**src/rtl/fnalu_pkg.sv**
```systemverilog
package fnalu_pkg;

   typedef enum logic [1:0] {
      GRP_ARITH = 2'd0,
      GRP_LOGIC = 2'd1,
      GRP_NONE  = 2'd2
   } grp_e;

   typedef enum logic [1:0] {
      LG_AND = 2'd0,
      LG_OR  = 2'd1,
      LG_XOR = 2'd2,
      LG_NOT = 2'd3
   } lsel_e;

   typedef struct packed {
      grp_e  grp;
      logic  sub;
      logic  use_cf;
      lsel_e lsel;
   } ctl_t;

   localparam logic [4:0] DEF_OPC_ADD   = 5'b00000;
   localparam logic [4:0] DEF_OPC_SUB   = 5'b00001;
   localparam logic [4:0] DEF_OPC_LOGIC = 5'b00010;

endpackage

```
**src/rtl/fnalu_decode.sv**
```systemverilog
module fnalu_decode
   import fnalu_pkg::*;
#(
   parameter int         OPC_W     = 5,
   parameter int         FN_W      = 2,
   parameter logic [4:0] OPC_ADD   = DEF_OPC_ADD,
   parameter logic [4:0] OPC_SUB   = DEF_OPC_SUB,
   parameter logic [4:0] OPC_LOGIC = DEF_OPC_LOGIC
) (
   input  logic [OPC_W-1:0] opcode,
   input  logic [FN_W-1:0]  fn_sel,
   output ctl_t             ctl
);

   generate
      if (OPC_W != 5) begin : g_bad_opc
         $error("fnalu_decode: OPC_W must be 5");
      end
      if (FN_W != 2) begin : g_bad_fn
         $error("fnalu_decode: FN_W must be 2");
      end
   endgenerate

   always_comb begin
      ctl        = '0;
      ctl.grp    = GRP_NONE;
      ctl.lsel   = lsel_e'(fn_sel);
      if (opcode == OPC_ADD) begin
         ctl.grp    = GRP_ARITH;
         ctl.use_cf = fn_sel[0];
      end else if (opcode == OPC_SUB) begin
         ctl.grp    = GRP_ARITH;
         ctl.sub    = 1'b1;
         ctl.use_cf = fn_sel[0];
      end else if (opcode == OPC_LOGIC) begin
         ctl.grp    = GRP_LOGIC;
      end
   end

endmodule

```
**src/rtl/fnalu_arith.sv**
```systemverilog
module fnalu_arith #(
   parameter int WIDTH  = 16,
   parameter bit RIPPLE = 1'b0
) (
   input  logic [WIDTH-1:0] a,
   input  logic [WIDTH-1:0] b,
   input  logic             sub,
   input  logic             use_cf,
   input  logic             cflag,
   output logic [WIDTH-1:0] sum,
   output logic             cout
);

   logic [WIDTH-1:0] b_eff;
   logic             cin_eff;
   logic             c_top;

   generate
      if (WIDTH < 2) begin : g_bad_w
         $error("fnalu_arith: WIDTH must be at least 2");
      end
   endgenerate

   // subtract runs as a + ~b + 1 - borrow_in; the borrow is the inverted top carry
   assign b_eff   = sub ? ~b : b;
   assign cin_eff = sub ? ~(use_cf & cflag) : (use_cf & cflag);

   generate
      if (RIPPLE) begin : g_ripple
         logic [WIDTH:0] ch;
         assign ch[0] = cin_eff;
         for (genvar i = 0; i < WIDTH; i++) begin : g_bit
            assign sum[i]  = a[i] ^ b_eff[i] ^ ch[i];
            assign ch[i+1] = (a[i] & b_eff[i]) | (ch[i] & (a[i] ^ b_eff[i]));
         end
         assign c_top = ch[WIDTH];
      end else begin : g_infer
         assign {c_top, sum} = {1'b0, a} + {1'b0, b_eff} + {{WIDTH{1'b0}}, cin_eff};
      end
   endgenerate

   assign cout = sub ? ~c_top : c_top;

endmodule

```
**src/rtl/fnalu_logic.sv**
```systemverilog
module fnalu_logic
   import fnalu_pkg::*;
#(
   parameter int WIDTH = 16
) (
   input  logic [WIDTH-1:0] a,
   input  logic [WIDTH-1:0] b,
   input  lsel_e            lsel,
   output logic [WIDTH-1:0] y
);

   always_comb begin
      unique case (lsel)
         LG_AND:  y = a & b;
         LG_OR:   y = a | b;
         LG_XOR:  y = a ^ b;
         default: y = ~a;
      endcase
   end

endmodule

```
**src/rtl/fnalu_flags.sv**
```systemverilog
module fnalu_flags #(
   parameter int WIDTH = 16
) (
   input  logic             clk,
   input  logic             rst_n,
   input  logic             we,
   input  logic [WIDTH-1:0] res,
   input  logic             cin,
   output logic             zero,
   output logic             carry_q,
   output logic             zero_q
);

   assign zero = (res == '0);

   always_ff @(posedge clk or negedge rst_n) begin
      if (!rst_n) begin
         carry_q <= 1'b0;
         zero_q  <= 1'b0;
      end else if (we) begin
         carry_q <= cin;
         zero_q  <= zero;
      end
   end

   // flags hold while the enable is low
   p_hold_r9: assert property (@(posedge clk) disable iff (!rst_n)
      !we |=> ($stable(carry_q) && $stable(zero_q)));

   // flags capture the carry presented on an enabled edge
   p_load_r9: assert property (@(posedge clk) disable iff (!rst_n)
      we |=> (carry_q == $past(cin)));

endmodule

```
**src/rtl/fnalu_core.sv**
```systemverilog
module fnalu_core
   import fnalu_pkg::*;
#(
   parameter int         WIDTH     = 16,
   parameter int         OPC_W     = 5,
   parameter int         FN_W      = 2,
   parameter bit         RIPPLE    = 1'b0,
   parameter logic [4:0] OPC_ADD   = DEF_OPC_ADD,
   parameter logic [4:0] OPC_SUB   = DEF_OPC_SUB,
   parameter logic [4:0] OPC_LOGIC = DEF_OPC_LOGIC
) (
   input  logic             clk,
   input  logic             rst_n,
   input  logic [WIDTH-1:0] op_a,
   input  logic [WIDTH-1:0] op_b,
   input  logic [OPC_W-1:0] opcode,
   input  logic [FN_W-1:0]  fn_sel,
   input  logic             flag_we,
   output logic [WIDTH-1:0] result,
   output logic             carry_out,
   output logic             zero_out,
   output logic             carry_q,
   output logic             zero_q
);

   localparam int SUM_W = WIDTH + 1;

   ctl_t             ctl;
   logic [WIDTH-1:0] arith_y;
   logic             arith_c;
   logic [WIDTH-1:0] logic_y;
   logic             op_ok;

   fnalu_decode #(
      .OPC_W(OPC_W), .FN_W(FN_W),
      .OPC_ADD(OPC_ADD), .OPC_SUB(OPC_SUB), .OPC_LOGIC(OPC_LOGIC)
   ) u_dec (
      .opcode(opcode), .fn_sel(fn_sel), .ctl(ctl)
   );

   fnalu_arith #(.WIDTH(WIDTH), .RIPPLE(RIPPLE)) u_arith (
      .a(op_a), .b(op_b), .sub(ctl.sub), .use_cf(ctl.use_cf),
      .cflag(carry_q), .sum(arith_y), .cout(arith_c)
   );

   fnalu_logic #(.WIDTH(WIDTH)) u_logic (
      .a(op_a), .b(op_b), .lsel(ctl.lsel), .y(logic_y)
   );

   always_comb begin
      op_ok = 1'b1;
      unique case (ctl.grp)
         GRP_ARITH: begin
            result    = arith_y;
            carry_out = arith_c;
         end
         GRP_LOGIC: begin
            result    = logic_y;
            carry_out = 1'b0;
         end
         default: begin
            result    = '0;
            carry_out = 1'b0;
            op_ok     = 1'b0;
         end
      endcase
   end

   fnalu_flags #(.WIDTH(WIDTH)) u_flags (
      .clk(clk), .rst_n(rst_n), .we(flag_we & op_ok),
      .res(result), .cin(carry_out), .zero(zero_out),
      .carry_q(carry_q), .zero_q(zero_q)
   );

   // plain add matches a wide sum of the two operands
   p_plain_add_r1: assert property (@(posedge clk) disable iff (!rst_n)
      (opcode == OPC_ADD && !fn_sel[0]) |->
         ({carry_out, result} == (SUM_W'(op_a) + SUM_W'(op_b))));

   // logic group never reports a carry
   p_logic_nocarry_r7: assert property (@(posedge clk) disable iff (!rst_n)
      (opcode == OPC_LOGIC) |-> !carry_out);

   // nonzero result never flags zero
   p_zero_flag_r8: assert property (@(posedge clk) disable iff (!rst_n)
      (result != '0) |-> !zero_out);

   // unsupported opcodes leave the stored flags alone
   p_bad_op_hold_r10: assert property (@(posedge clk) disable iff (!rst_n)
      (opcode != OPC_ADD && opcode != OPC_SUB && opcode != OPC_LOGIC) |=>
         ($stable(carry_q) && $stable(zero_q)));

endmodule

```
**config.mk**
```make
export PLATFORM = sky130hd
export DESIGN_NAME = fnalu_core
export DESIGN_NICKNAME = d
export VERILOG_FILES = /design/src/rtl/fnalu_pkg.sv /design/src/rtl/fnalu_decode.sv /design/src/rtl/fnalu_arith.sv /design/src/rtl/fnalu_logic.sv /design/src/rtl/fnalu_flags.sv /design/src/rtl/fnalu_core.sv
export SDC_FILE = /design/constraint.sdc
export NUM_CORES = 1
export LEC_CHECK = 0
export BUFFER_PORTS_ARGS = -buffer_cell sky130_fd_sc_hd__buf_2
export CORE_MARGIN = 3
export CORE_UTILIZATION = 40
export CTS_BUF_LIST = sky130_fd_sc_hd__clkbuf_4 sky130_fd_sc_hd__clkbuf_8
export DETAILED_ROUTE_END_ITERATION = 8
export GPL_TIMING_DRIVEN = 1
export HOLD_SLACK_MARGIN = 0.02
export PLACE_DENSITY = 0.74
export SLEW_MARGIN = 5
export SYNTH_ARGS = -nofsm -noshare
export SYNTH_HDL_FRONTEND = slang
export SYNTH_SLANG_ARGS = --single-unit
```
**constraint.sdc**
```tcl
create_clock -name clk -period 16.1 [get_ports clk]
set_clock_uncertainty 0.05 [all_clocks]
set_input_delay 3.22 -clock clk [delete_from_list [all_inputs] [get_ports clk]]
set_output_delay 3.22 -clock clk [all_outputs]
set_load 0.02 [all_outputs]
```
==> run metrics <==
setup bufs post-CTS 0; Hold Crit Start u_flags.zero_q$_DFFE_PN0P_; most common cell after layout, fill and taps aside buf_2; initial antenna violation count 0; clock group share of total power 16.7%; CTS clock-pin slew for the worst setup and hold paths 0.03 ns; first-pass GRT wire length 9.98 mm; Worst Tran Pin Value 0.906 ns; filler cell count 579; Die Height 84.0 µm; Antenna Nets Post-Route 0; CP startpoint kind input port; Finished Core Util 48.8%; total negative slack 0 ns; critical path cell sequence buf_2, nor4_2, buf_4, nand2_1, xnor2_1, fa_1, fa_1, a21o_1, a21oi_1, xnor2_1, a311oi_1, o221ai_1, a2111oi_2, nand4b_1, nor3_1, buf_2; Clock Path Buffers 2; Fmax 94.1 MHz; switching portion of total power 46.9%; Buffers on Ports 61; routed vias/inst 5.32; number of synthesized register bits 2; vias in the first global route 2302; sequential share of power 6.3%; # setup viols final 0; Critical Path End Type output pin; Post-synth EDFFs 0; Period Utilization, post-route 66.0%; Gate power share 77.0%; DIE WIDTH 84.0 µm; status finished, final reports clean; prevailing post-synth register cell dfrtp_1; maximum vdd drop 0.0327 mV; commonest cells after routing, fill and taps aside buf_2, inv_1, ha_1, xnor2_1, nand2_1; Worst R2R Start u_flags.carry_q$_DFFE_PN0P_; post-synth cell types 54; Skew-Pair Late Insertion Delay 0.21 ns; Core ar. 0.00571 mm²; # DRC 0; via count 2298; final WL 5.71 mm; Mapped Cells 309; Syn Nets 400; GR Util All Layers 16.4%; die area 0.00706 mm²; total CTS buffers 3; Max H-tree Level 1; Initial DRC Count 166; IO Pins 62; Seq/Total Area, Yosys 2.06%; post-cts sizing count 0; Max-cap violations 0; Worst Reg2Reg Path Length in Cells 13; CTS root buf clkbuf_8; Data required, critical path 12.83 ns; Max-slew headroom 39.4%; asr flop ratio synth 100%; largest net degree at the start of global routing 26; Crit-path slowest cell nand2_1; mapped cell area 0.00243 mm²; area grow syn2layout 14.5%; Ys Warns 0; PwrDens 41.2 mW/mm²; worst-path maximum fanout 16; Starting Density 42.6%; Sink Count 2; unrepaired setup endpoints after global routing no; Syn Area/Cell 7.88 µm²; Leakage Power 1.53 nW; Max Slew Vio Count 0; internal reg-to-reg setup slack 12.69 ns; post-layout min period 10.62 ns; Worst Setup SP opcode[4]; gr ovfl total 0; # rows 27; layout cells sized above 1 23.3%; Final Hold Vio Count 0; Critical Path AT 7.35 ns; Worst Setup EP zero_out; Int Power 0.0000611 W; switching power 0.0000539 W; r2r endpoint u_flags.zero_q$_DFFE_PN0P_; hold_buf cts 0; antenna cells 0; RD Place Congestion 0.942; Final nets 453; WL/cell 13.2 µm; WS Path Type input port to output pin; Post-DP HPWL 4.78 mm; HP Class flip-flop to flip-flop; Slowest Stage Delay on Critical Path 0.56 ns; TritonRoute pass-1 iters 4; CTS tree done
layer usage:
layer  vias to the layer above  share of wire, %  global-route usage (%)
li1                       1182                 -                       -
met5                         -                 0                       0
met2                        58                49                    30.1
met4                         0               1.1                    3.80
met3                         6               3.9                   0.888
met1                      1052                46                    20.7
registers in the layout, indices dropped and copies added, names as in the netlist:
register,flops
u_flags.carry_q,1
u_flags.zero_q,1
worst max-delay path, delay by kind of cell:
kind / cells / cell delay (ns)
AOI/OAI and AO/OA: 5 / 1.09
adders and majority gates: 2 / 0.87
buffers and inverters: 3 / 0.55
xor gates and xnor gates: 2 / 0.44
and+or+nand+nor: 4 / 1.17
Yosys cell counts, types with 3 or more instances:
cell type,number,area (µm²)
a21o_1,10,75.1
xor2_1,3,26.3
buf_2,4,20.0
nand2_1,22,82.6
nor4_1,3,18.8
nor3_1,5,25.0
clkbuf_1,5,18.8
nand4_1,4,25.0
o21bai_1,4,30.0
inv_1,55,206
xnor2_1,27,236
o21ai_0,9,45.0
mux2i_1,12,120
mux4_1,3,78.8
nor2_1,16,60.1
a21oi_1,15,75.1
and3_1,4,25.0
nand3_1,6,30.0
mux4_2,6,135
o22ai_1,6,37.5
ha_1,47,588
kinds of logic (layout without fill, tap and decap cells):
| logic type | after synthesis | after routing | synth area share, % |
|---|---|---|---|
| AOI/OAI and AO/OA | 66 | 66 | 20.3 |
| xor gates and xnor gates | 30 | 30 | 10.8 |
| adders and majority gates | 49 | 49 | 25.8 |
| buffers and inverters | 69 | 120 | 12.4 |
| DFF | 2 | 2 | 2.06 |
| muxes | 21 | 21 | 13.7 |
| and+or+nand+nor | 72 | 72 | 14.9 |
power groups by stage:
stage | sequential [W] | clock, W | combinational, W
3_3_place_gp | 0.00000736 | 0 | 0.0000862
2_1_floorplan | 0.00000907 | 0 | 0.0000645
5_1_grt | 0.00000737 | 0.0000201 | 0.0000996
6_report | 0.00000722 | 0.0000192 | 0.0000886
4_1_cts | 0.00000727 | 0.0000198 | 0.0000889
3_5_place_dp | 0.00000732 | 0 | 0.0000885
area by class of cell:
type	count	area (µm²)	share of cell area [%]
clock buffer	3	41.3	1.48
inverter	55	206	7.40
multi-input combinational	238	2090	74.9
sequential	2	50.0	1.79
tap	72	90.1	3.23
timing repair buffer	62	313	11.2
worst min path at each step:
stage | to | slack, ns | cells past startpoint
2_1_floorplan | u_flags.zero_q$_DFFE_PN0P_ | 0.54 | 2
3_3_place_gp | u_flags.zero_q$_DFFE_PN0P_ | 0.42 | 2
3_5_place_dp | u_flags.zero_q$_DFFE_PN0P_ | 0.42 | 2
4_1_cts | u_flags.zero_q$_DFFE_PN0P_ | 0.43 | 2
5_1_grt | u_flags.zero_q$_DFFE_PN0P_ | 0.45 | 2
6_report | u_flags.zero_q$_DFFE_PN0P_ | 0.42 | 2
metrics by stage:
step / hold WS [ns] / instance area (µm²) / total power, W / std cells / worst slack, ns
after detailed placement: 0.420 / 2750 / 0.0000958 / 429 / 5.48
after global placement: 0.421 / 2750 / 0.0000935 / 429 / 5.56
after CTS: 0.426 / 2790 / 0.000116 / 432 / 5.48
final: 0.419 / 2790 / 0.000115 / 432 / 5.48
after floorplan: 0.540 / 2430 / 0.0000735 / 309 / 5.80
after global routing: 0.451 / 2790 / 0.000127 / 432 / 5.14
No activity file was read; power rests on OpenSTA's default activity.
